$ cat src/rtl/fpl_pkg.sv
package fpl_pkg;
    typedef enum logic [1:0] {
        ST_IDLE,
        ST_LOAD,
        ST_PROG
    } fpl_state_e;
endpackage

$ cat src/rtl/fpl_sync.sv
module fpl_sync #(
    parameter int W = 1,
    parameter logic [W-1:0] RST = '0
) (
    input  logic         clk,
    input  logic         rst_n,
    input  logic [W-1:0] d,
    output logic [W-1:0] q
);
    logic [W-1:0] meta;

    always_ff @(posedge clk or negedge rst_n) begin
        if (!rst_n) begin
            meta <= RST;
            q    <= RST;
        end else begin
            meta <= d;
            q    <= meta;
        end
    end
endmodule

$ cat src/rtl/fpl_strobe.sv
module fpl_strobe #(
    parameter int AW      = 8,
    parameter int DW      = 8,
    parameter int MIN_CYC = 3
) (
    input  logic          clk,
    input  logic          rst_n,
    input  logic          ce_s,
    input  logic          oe_s,
    input  logic          we_s,
    input  logic          ok_s,
    input  logic [AW-1:0] addr_s,
    input  logic [DW-1:0] data_s,
    output logic          acc,
    output logic [AW-1:0] acc_addr,
    output logic [DW-1:0] acc_data
);
    localparam int CW = $clog2(MIN_CYC + 1) + 1;
    localparam logic [CW-1:0] CMAX = '1;

    logic          st;
    logic          st_q;
    logic [CW-1:0] width_cnt;

    // strobe: overlap of both enables low, output enable high, supply good
    assign st = !ce_s && !we_s && oe_s && ok_s;

    always_ff @(posedge clk or negedge rst_n) begin
        if (!rst_n) begin
            st_q      <= 1'b0;
            width_cnt <= '0;
            acc_addr  <= '0;
            acc_data  <= '0;
        end else begin
            st_q <= st;
            if (st && !st_q) acc_addr <= addr_s;
            if (st) acc_data <= data_s;
            if (!st) width_cnt <= '0;
            else if (width_cnt != CMAX) width_cnt <= width_cnt + 1'b1;
        end
    end

    assign acc = st_q && !st && (width_cnt >= CW'(MIN_CYC));

    AST_ONE_ACCEPT: assert property (@(posedge clk) disable iff (!rst_n)
        acc |=> !acc);
    AST_ACCEPT_NEEDS_SUPPLY: assert property (@(posedge clk) disable iff (!rst_n)
        acc |-> $past(ok_s));
endmodule

$ cat src/rtl/flash_page_loader.sv
module flash_page_loader
    import fpl_pkg::*;
#(
    parameter int AW           = 8,
    parameter int PW           = 4,
    parameter int DW           = 8,
    parameter int CLK_PS       = 5000,
    parameter int MIN_PULSE_PS = 15000,
    parameter int LOAD_TO      = 20,
    parameter int PROG_CYC     = 40
) (
    input  logic          clk,
    input  logic          rst_n,
    input  logic          bus_ce_n,
    input  logic          bus_oe_n,
    input  logic          bus_we_n,
    input  logic [AW-1:0] bus_addr,
    input  logic [DW-1:0] bus_din,
    output logic [DW-1:0] bus_dout,
    output logic          bus_dout_en,
    input  logic          supply_ok,
    output logic          busy
);
    localparam int PAGE    = 1 << PW;
    localparam int DEPTH   = 1 << AW;
    localparam int TAG_W   = AW - PW;
    localparam int MIN_CYC = (MIN_PULSE_PS + CLK_PS - 1) / CLK_PS;
    localparam int LW      = $clog2(LOAD_TO + 1);
    localparam int PCW     = $clog2(PROG_CYC + 1);

    logic          ce_s, oe_s, we_s, ok_s;
    logic [AW-1:0] addr_s;
    logic [DW-1:0] data_s;
    logic          acc;
    logic [AW-1:0] acc_addr;
    logic [DW-1:0] acc_data;

    fpl_sync #(.W(4), .RST(4'b0111)) u_ctl_sync (
        .clk(clk), .rst_n(rst_n),
        .d({supply_ok, bus_we_n, bus_oe_n, bus_ce_n}),
        .q({ok_s, we_s, oe_s, ce_s})
    );

    fpl_sync #(.W(AW + DW), .RST('0)) u_bus_sync (
        .clk(clk), .rst_n(rst_n),
        .d({bus_addr, bus_din}),
        .q({addr_s, data_s})
    );

    fpl_strobe #(.AW(AW), .DW(DW), .MIN_CYC(MIN_CYC)) u_strobe (
        .clk(clk), .rst_n(rst_n),
        .ce_s(ce_s), .oe_s(oe_s), .we_s(we_s), .ok_s(ok_s),
        .addr_s(addr_s), .data_s(data_s),
        .acc(acc), .acc_addr(acc_addr), .acc_data(acc_data)
    );

    fpl_state_e     state, nstate;
    logic [LW-1:0]  idle_tmr;
    logic [PCW-1:0] prog_tmr;
    logic [TAG_W-1:0] tag;
    logic [PAGE-1:0]  page_valid;
    logic [DW-1:0]    pbuf [PAGE];
    logic [DW-1:0]    mem  [DEPTH];
    logic             poll_hi;
    logic [DW-3:0]    poll_lo;
    logic             tgl;
    logic             rd, rd_q;

    logic same_page, load_done, prog_done, load_we, commit;

    assign same_page = (acc_addr[AW-1:PW] == tag);
    assign load_done = (idle_tmr == LW'(LOAD_TO - 1));
    assign prog_done = (prog_tmr == PCW'(PROG_CYC - 1));
    assign load_we   = acc && ((state == ST_IDLE) || (state == ST_LOAD && same_page));
    assign commit    = (state == ST_PROG) && prog_done;
    assign rd        = !ce_s && !oe_s;

    always_comb begin
        nstate = state;
        unique case (state)
            ST_IDLE: if (acc) nstate = ST_LOAD;
            ST_LOAD: if (acc && same_page) nstate = ST_LOAD;
                     else if (load_done) nstate = ST_PROG;
            ST_PROG: if (prog_done) nstate = ST_IDLE;
            default: nstate = ST_IDLE;
        endcase
    end

    always_ff @(posedge clk or negedge rst_n) begin
        if (!rst_n) begin
            state      <= ST_IDLE;
            idle_tmr   <= '0;
            prog_tmr   <= '0;
            tag        <= '0;
            page_valid <= '0;
            poll_hi    <= 1'b0;
            poll_lo    <= '0;
            tgl        <= 1'b0;
            rd_q       <= 1'b0;
        end else begin
            state <= nstate;
            rd_q  <= rd;
            if (state != ST_LOAD || load_we) idle_tmr <= '0;
            else idle_tmr <= idle_tmr + 1'b1;
            if (state != ST_PROG) prog_tmr <= '0;
            else prog_tmr <= prog_tmr + 1'b1;
            if (state != ST_PROG) tgl <= 1'b0;
            else if (rd && !rd_q) tgl <= ~tgl;
            if (load_we) begin
                poll_hi <= acc_data[DW-1];
                poll_lo <= acc_data[DW-3:0];
                if (state == ST_IDLE) begin
                    tag        <= acc_addr[AW-1:PW];
                    page_valid <= PAGE'(1) << acc_addr[PW-1:0];
                end else begin
                    page_valid <= page_valid | (PAGE'(1) << acc_addr[PW-1:0]);
                end
            end else if (commit) begin
                page_valid <= '0;
            end
        end
    end

    always_ff @(posedge clk) begin
        if (load_we) pbuf[acc_addr[PW-1:0]] <= acc_data;
        if (commit) begin
            for (int i = 0; i < PAGE; i++) begin
                if (page_valid[i]) mem[{tag, PW'(i)}] <= pbuf[i];
            end
        end
    end

    always_comb begin
        busy        = (state == ST_PROG);
        bus_dout_en = rd;
        if (state == ST_PROG) bus_dout = {~poll_hi, tgl, poll_lo};
        else bus_dout = mem[addr_s];
    end

    AST_DOUT_GATED: assert property (@(posedge clk) disable iff (!rst_n)
        bus_dout_en |-> ($past(!bus_ce_n, 2) && $past(!bus_oe_n, 2)));
    AST_PROG_FROZEN: assert property (@(posedge clk) disable iff (!rst_n)
        (busy && $past(busy)) |-> $stable(page_valid));
    AST_COMMIT_CLEARS: assert property (@(posedge clk) disable iff (!rst_n)
        $fell(busy) |-> (page_valid == '0));
endmodule

$ cat config.mk
export PLATFORM = sky130hd
export DESIGN_NAME = flash_page_loader
export DESIGN_NICKNAME = d
export VERILOG_FILES = /design/src/rtl/fpl_pkg.sv /design/src/rtl/fpl_sync.sv /design/src/rtl/fpl_strobe.sv /design/src/rtl/flash_page_loader.sv
export SDC_FILE = /design/constraint.sdc
export NUM_CORES = 2
export LEC_CHECK = 0
export BUFFER_PORTS_ARGS = -buffer_cell sky130_fd_sc_hd__buf_2
export CORE_MARGIN = 4
export CORE_UTILIZATION = 40
export CTS_CLUSTER_DIAMETER = 60
export CTS_CLUSTER_SIZE = 16
export DETAILED_ROUTE_END_ITERATION = 10
export GPL_ROUTABILITY_DRIVEN = 0
export SLEW_MARGIN = 30
export SYNTH_ARGS = -nofsm -noshare
export SYNTH_HDL_FRONTEND = slang
export SYNTH_SLANG_ARGS = --single-unit
$ cat constraint.sdc
create_clock -name clk -period 3.4 [get_ports clk]
set_clock_uncertainty 0.1 [all_clocks]
set_input_delay 0.17 -clock clk [delete_from_list [all_inputs] [get_ports clk]]
set_output_delay 0.17 -clock clk [all_outputs]
set_load 0.03 [all_outputs]
# Yosys cells after proc, flatten, opt, wreduce, memory -nomap -nowiden
# Memories as Yosys holds them, arrays and structs flattened.
# Cells that the tools add are included.
# Widths: inputs -> output; s select.
# op_classes
addsub	3
magnitude_cmp	1
eq_ne	12
shifts	1
muxes	65
n_bitwise	3
n_reduce_logical	25
# ops
operator	count
$mux 1	52
$mux 16	3
$or 16x16->16	1
$shl 1x4->16 const A	1
$logic_and 1x1->1	12
$mux 2	4
$mux 8	1
$add 6x1->6 const B	1
$eq 6x6->1 const B	1
$logic_not 1->1	6
$mux 3	2
$mux 6	1
$ne 2x2->1 const B	3
$pmux 2 s3	1
$add 5x1->5 const B	1
$eq 5x5->1 const B	1
$mux 5	1
$eq 4x4->1	1
$ne 2x1->1 const B	2
$reduce_bool 2->1	2
$add 3x1->3 const B	1
$ge 3x2->1 const B	1
$ne 3x2->1 const B	1
$ne 3x3->1 const B	1
7 further kinds	9
# word_totals
reg_bits	102
mem_bits_rw	2176
output_inout_bits	10
mem_count	2
# mem_list
name	words	word_bits	rd	rd_clocked_by_memory_dff	write_ports	line_no	text
mem	256	8	1	0	16	flash_page_loader.sv:63	logic [DW-1:0] mem [DEPTH];
pbuf	16	8	16	0	1	flash_page_loader.sv:62	logic [DW-1:0] pbuf [PAGE];

# Depth between registers and ports, before layout
# logic_depth
word_depth	10
depth_mapped	11
depth_no_buf	9

# Modules after synthesis
# A second synthesis with hierarchy kept.
# hier_totals
cells_unflattened	4339
area_unflattened_um2	87026.0
# by_module_without_submodules
mod	instances	cells_each	area_per_inst_um2
flash_page_loader	1	4245	85155.4
fpl_strobe	1	54	862.1
fpl_sync at u_bus_sync	1	32	800.8
fpl_sync at u_ctl_sync	1	8	207.7

# Worst setup path before layout
# No wires, ideal clock.
# synth_timing
kind	register to output
start	reg u_bus_sync.q[9]
end	out bus_dout[2]
arrival_ns	2.408
path_slack_ns	0.722
stages_incl_launch_ff	10
n_path_buf	3
path_cell_list	dfrtp_1 > buf_4 > buf_4 > buf_1 > mux4_2 > a22oi_1 > nand4_1 > nor4bb_1 > o211ai_1 > o32a_1
# synth_via
elab_chain_len	2
# synth_rtl
element	line_no	text
from (decl)	fpl_sync.sv:8	output logic [W-1:0] q
from (signal assigned)	fpl_sync.sv:18	q <= meta;
$mem_v2 256x8	n/a	
$mux 8	flash_page_loader.sv:136	if (state == ST_PROG) bus_dout = {~poll_hi, tgl, poll_lo};
to (decl)	flash_page_loader.sv:19	output logic [DW-1:0] bus_dout,
# Every way passes these cells.

# Worst setup path in the final report
# layout_timing
start	reg u_bus_sync.q[8]
end	out bus_dout[3]
# The elaborated chain is that of the path after synthesis.

==> results.md <==
- Run status: finished with violations
- Failing checks: setup timing
- Number of hold violations in the final report: 0
- Clock group share of total power: 37.4%
- Total GRT Usage: 27.0%
- Clock transition at path regs: 70 ps
- Netlist cell types: 63
- Kind of launch point of the worst setup path: flip-flop
- Die height: 475 um
- Number of pins exceeding their max-slew limit in the final report: 0
- Final Net Count: 5,285
- Largest cells by area after synthesis: edfxtp_1, mux4_2, mux2i_1, dfrtp_1, nor2_1
- Peak VDD IR: 0.446 mV
- Fin worst setup slack: -1180 ps
- P_int: 41.6 mW
- Buffers from clock root to sink, at most: 3
- Number of fill cells in the layout: 17,700
- Count of final setup violators: 8
- Share of the core filled with cells: 48.2%
- 1st-iter DRT viols: 9,289
- Sw power: 11.9 mW
- Proportion of layout cells with a drive suffix above 1: 30.2%
- Initial antenna violation count: 44
- Reported max-cap violation count: 0
- Site row count: 170
- H-tree Lvls: 4
- Final hold slack: 244 ps
- Syn Nets: 4,400
- Cell chosen for the clock root: clkbuf_16
- Transition time at the pin with the least slew margin: 1170 ps
- Minimum clock period: 4580 ps
- Placeable core area: 215,000 sq um
- Growth of design area from synthesis to finish: 19.3%
- Share of Yosys cell area claimed by the top area cell type: 75.1%
- Fin area: 104,000 sq um
- Routed vias: 50,400
- Unrepaired setup endpoints after global routing: yes
- Maximum clock rate: 0.218 GHz
- Worst slack after detailed placement: -764 ps
- Cells on worst reg2reg path: 7
- Synthesized flop and latch total: 2,278
- Total grt overflow: 0
- Most frequent cell after synthesis: edfxtp_1
- Top cell type by total area after synthesis: edfxtp_1
- Area of the mapped netlist: 87,100 sq um
- Count of input and output buffers: 31
- Dominant synthesized flop cell: edfxtp_1
- Arrival time of data at the critical path endpoint: 4310 ps
- Fraction of power consumed by sequential logic: 57.1%
- Final HPWL DP: 207,000 um
- Aggregate negative setup slack: -8940 ps
- Data required, critical path: 3130 ps
- Type of destination of the critical path: output port
- Via density: 6.13
- Wire per inst: 37.3 um
- Num CTS Buffers: 175
- Total leakage power: 34.7 nW
- Global-route wire length before repair: 412,000 um
- Residual antenna-violating net count after detailed routing: 0
- Vias in the first global route: 47,800
- Number of sinks handled by clock tree synthesis: 2,278
- Combinational Power Share: 5.5%
- Clock Latency Late Sink: 860 ps
- Share of async-settable or async-resettable flops after synthesis: 4.48%
- Top fanout value on the critical path: 13
- Average cell area after synthesis: 19.9 sq um
- Power density of the placed cells: 515 nW/um^2
- Number of detailed-routing iterations run before antenna repair: 6
- Max-slew headroom at the worst pin: 22.3%
- Yosys warns: 0
- Switching share of total power: 22.2%
- CP Class: flip-flop to output port
- Starting utilization of the core area: 40.4%
- Pin count of the biggest net entering global routing: 65
- Number of instances in the synthesized netlist: 4,373
- Clock tree from TritonCTS: yes
- Sequential element share of the synthesized area: 78.0%
- Count of pins on the block boundary: 32
- DP Area: 97,000 sq um
- Die Outline Area: 225,000 sq um
- Min-delay worst type: flip-flop to flip-flop
- Post-route DRC violation count: 0
- Die width: 475 um
- Most frequent cells after synthesis: edfxtp_1, nor2_1, mux4_2
- Share of the clock period used by the worst path: 135%
- EDFF count, synth: 2,176
- Hold depth: 0
- Aggregate routed wire length: 307,000 um
-- power by group through the flow --
stage | sequential [mW] | clock [mW] | combinational, mW
after CTS | 30.5 | 20.2 | 2.80
after global routing | 30.5 | 21.3 | 3.00
after floorplan | 31.1 | 0 | 1.29
after detailed placement | 31.1 | 0 | 2.62
final | 30.5 | 20.0 | 2.94
after global placement | 31.1 | 0 | 2.61
-- cells in the final DEF (no fill, tap or decap), types with 9 or more instances in the layout --
| cell | netlist | layout |
|---|---|---|
| a211oi_1 | 55 | 46 |
| a211oi_2 | 1 | 10 |
| a21o_1 | 17 | 17 |
| a21oi_1 | 33 | 30 |
| a221oi_1 | 63 | 62 |
| a22oi_1 | 113 | 95 |
| a22oi_2 | 0 | 18 |
| buf_12 | 1 | 76 |
| buf_16 | 0 | 11 |
| buf_2 | 79 | 24 |
| buf_4 | 42 | 727 |
| buf_6 | 25 | 47 |
| buf_8 | 2 | 30 |
| clkbuf_1 | 92 | 53 |
| clkbuf_16 | 0 | 179 |
| clkinv_2 | 0 | 9 |
| dfrtp_1 | 96 | 91 |
| diode_2 | 0 | 17 |
| dlygate4sd3_1 | 0 | 42 |
| edfxtp_1 | 2176 | 2176 |
| mux2_2 | 48 | 48 |
| mux2i_1 | 323 | 322 |
| mux4_2 | 328 | 328 |
| nand2_1 | 114 | 113 |
| nand2b_1 | 10 | 10 |
| nand3_1 | 42 | 36 |
| nand4_1 | 12 | 12 |
| nor2_1 | 338 | 334 |
| nor2b_1 | 64 | 59 |
| o211ai_1 | 16 | 16 |
| o21ai_0 | 65 | 60 |
| o22ai_1 | 39 | 39 |
| or3_1 | 11 | 11 |
-- critical path, stage by stage (launching register included) --
cell and delay (ps):
dfrtp_4 510, buf_12 150, buf_12 130, buf_4 150, and2_4 180, buf_12 170
buf_4 180, a22oi_1 360, nand3_2 210, nand4_1 260, nor4bb_2 80, o211ai_1 470
o32a_1 400, buf_6 180
-- cells by family after synthesis --
logic type      count (synthesis)  synth area share, %
simple gates                  645                 3.36
buf+inv                       261                 1.68
compound gates                472                 3.93
fa+ha+maj                       5               0.0719
mux                           699                 12.8
xor+xnor                       13                0.131
flops                        2278                 78.0
-- what timing repair did --
action	CTS	global route
pin swaps	35	29
endpoints found under the hold margin	116	0
setup endpoints to repair	8	8
hold buffers	43	0
resized for setup	72	48
setup buffers	31	9
gates cloned	6	2
-- worst paths after layout --
kind | startpoint | to | slack (ps)
worst max-delay path | u_bus_sync.q[8] | bus_dout[3] | -1180
worst min-delay path | u_bus_sync.meta[0] | u_bus_sync.q[0] | 240
worst max register to register | u_strobe.width_cnt[0] | pbuf[12][5] | 200
worst min register to register | u_bus_sync.meta[0] | u_bus_sync.q[0] | 240
max in group asynchronous | rst_n | u_ctl_sync.q[2] | 2220
min in group asynchronous | rst_n | u_bus_sync.meta[15] | 410
-- cell type report --
cell class / instances / area [sq um] / share of cell area [%]
Antenna cell: 17 / 42.5 / 0.0410
Clock buffer: 237 / 4720 / 4.54
Clock inverter: 53 / 586 / 0.564
Inverter: 7 / 26.3 / 0.0253
Multi-Input combinational cell: 1834 / 18100 / 17.4
Sequential cell: 2278 / 67900 / 65.4
Tap cell: 2838 / 3550 / 3.42
Timing Repair Buffer: 962 / 8950 / 8.62
-- metal layers --
metal,part of all wire [%],routed length [um],global-route usage (%)
met1,37,113000,37.1
met2,43,132000,38.7
met3,15,44500,9.45
met4,5.6,17200,12.4
met5,0.017,53,0
-- registers in the layout (all words and copies together), names as in the netlist, 5 cells and up --
register           cells
u_bus_sync.q          16
pbuf                 128
idle_tmr               5
poll_lo                6
u_bus_sync.meta       16
mem                 2048
prog_tmr               6
u_strobe.acc_data      8
page_valid            16
u_strobe.acc_addr      8
-- stage by stage --
step           power [mW]  std cells
2_1_floorplan        32.4       4373
3_3_place_gp         33.8       7777
3_5_place_dp         33.8       7831
5_1_grt              54.9       8209
4_1_cts              53.5       8199
6_report             53.5       8226
Note: power is estimated with default switching activity, not from simulation.
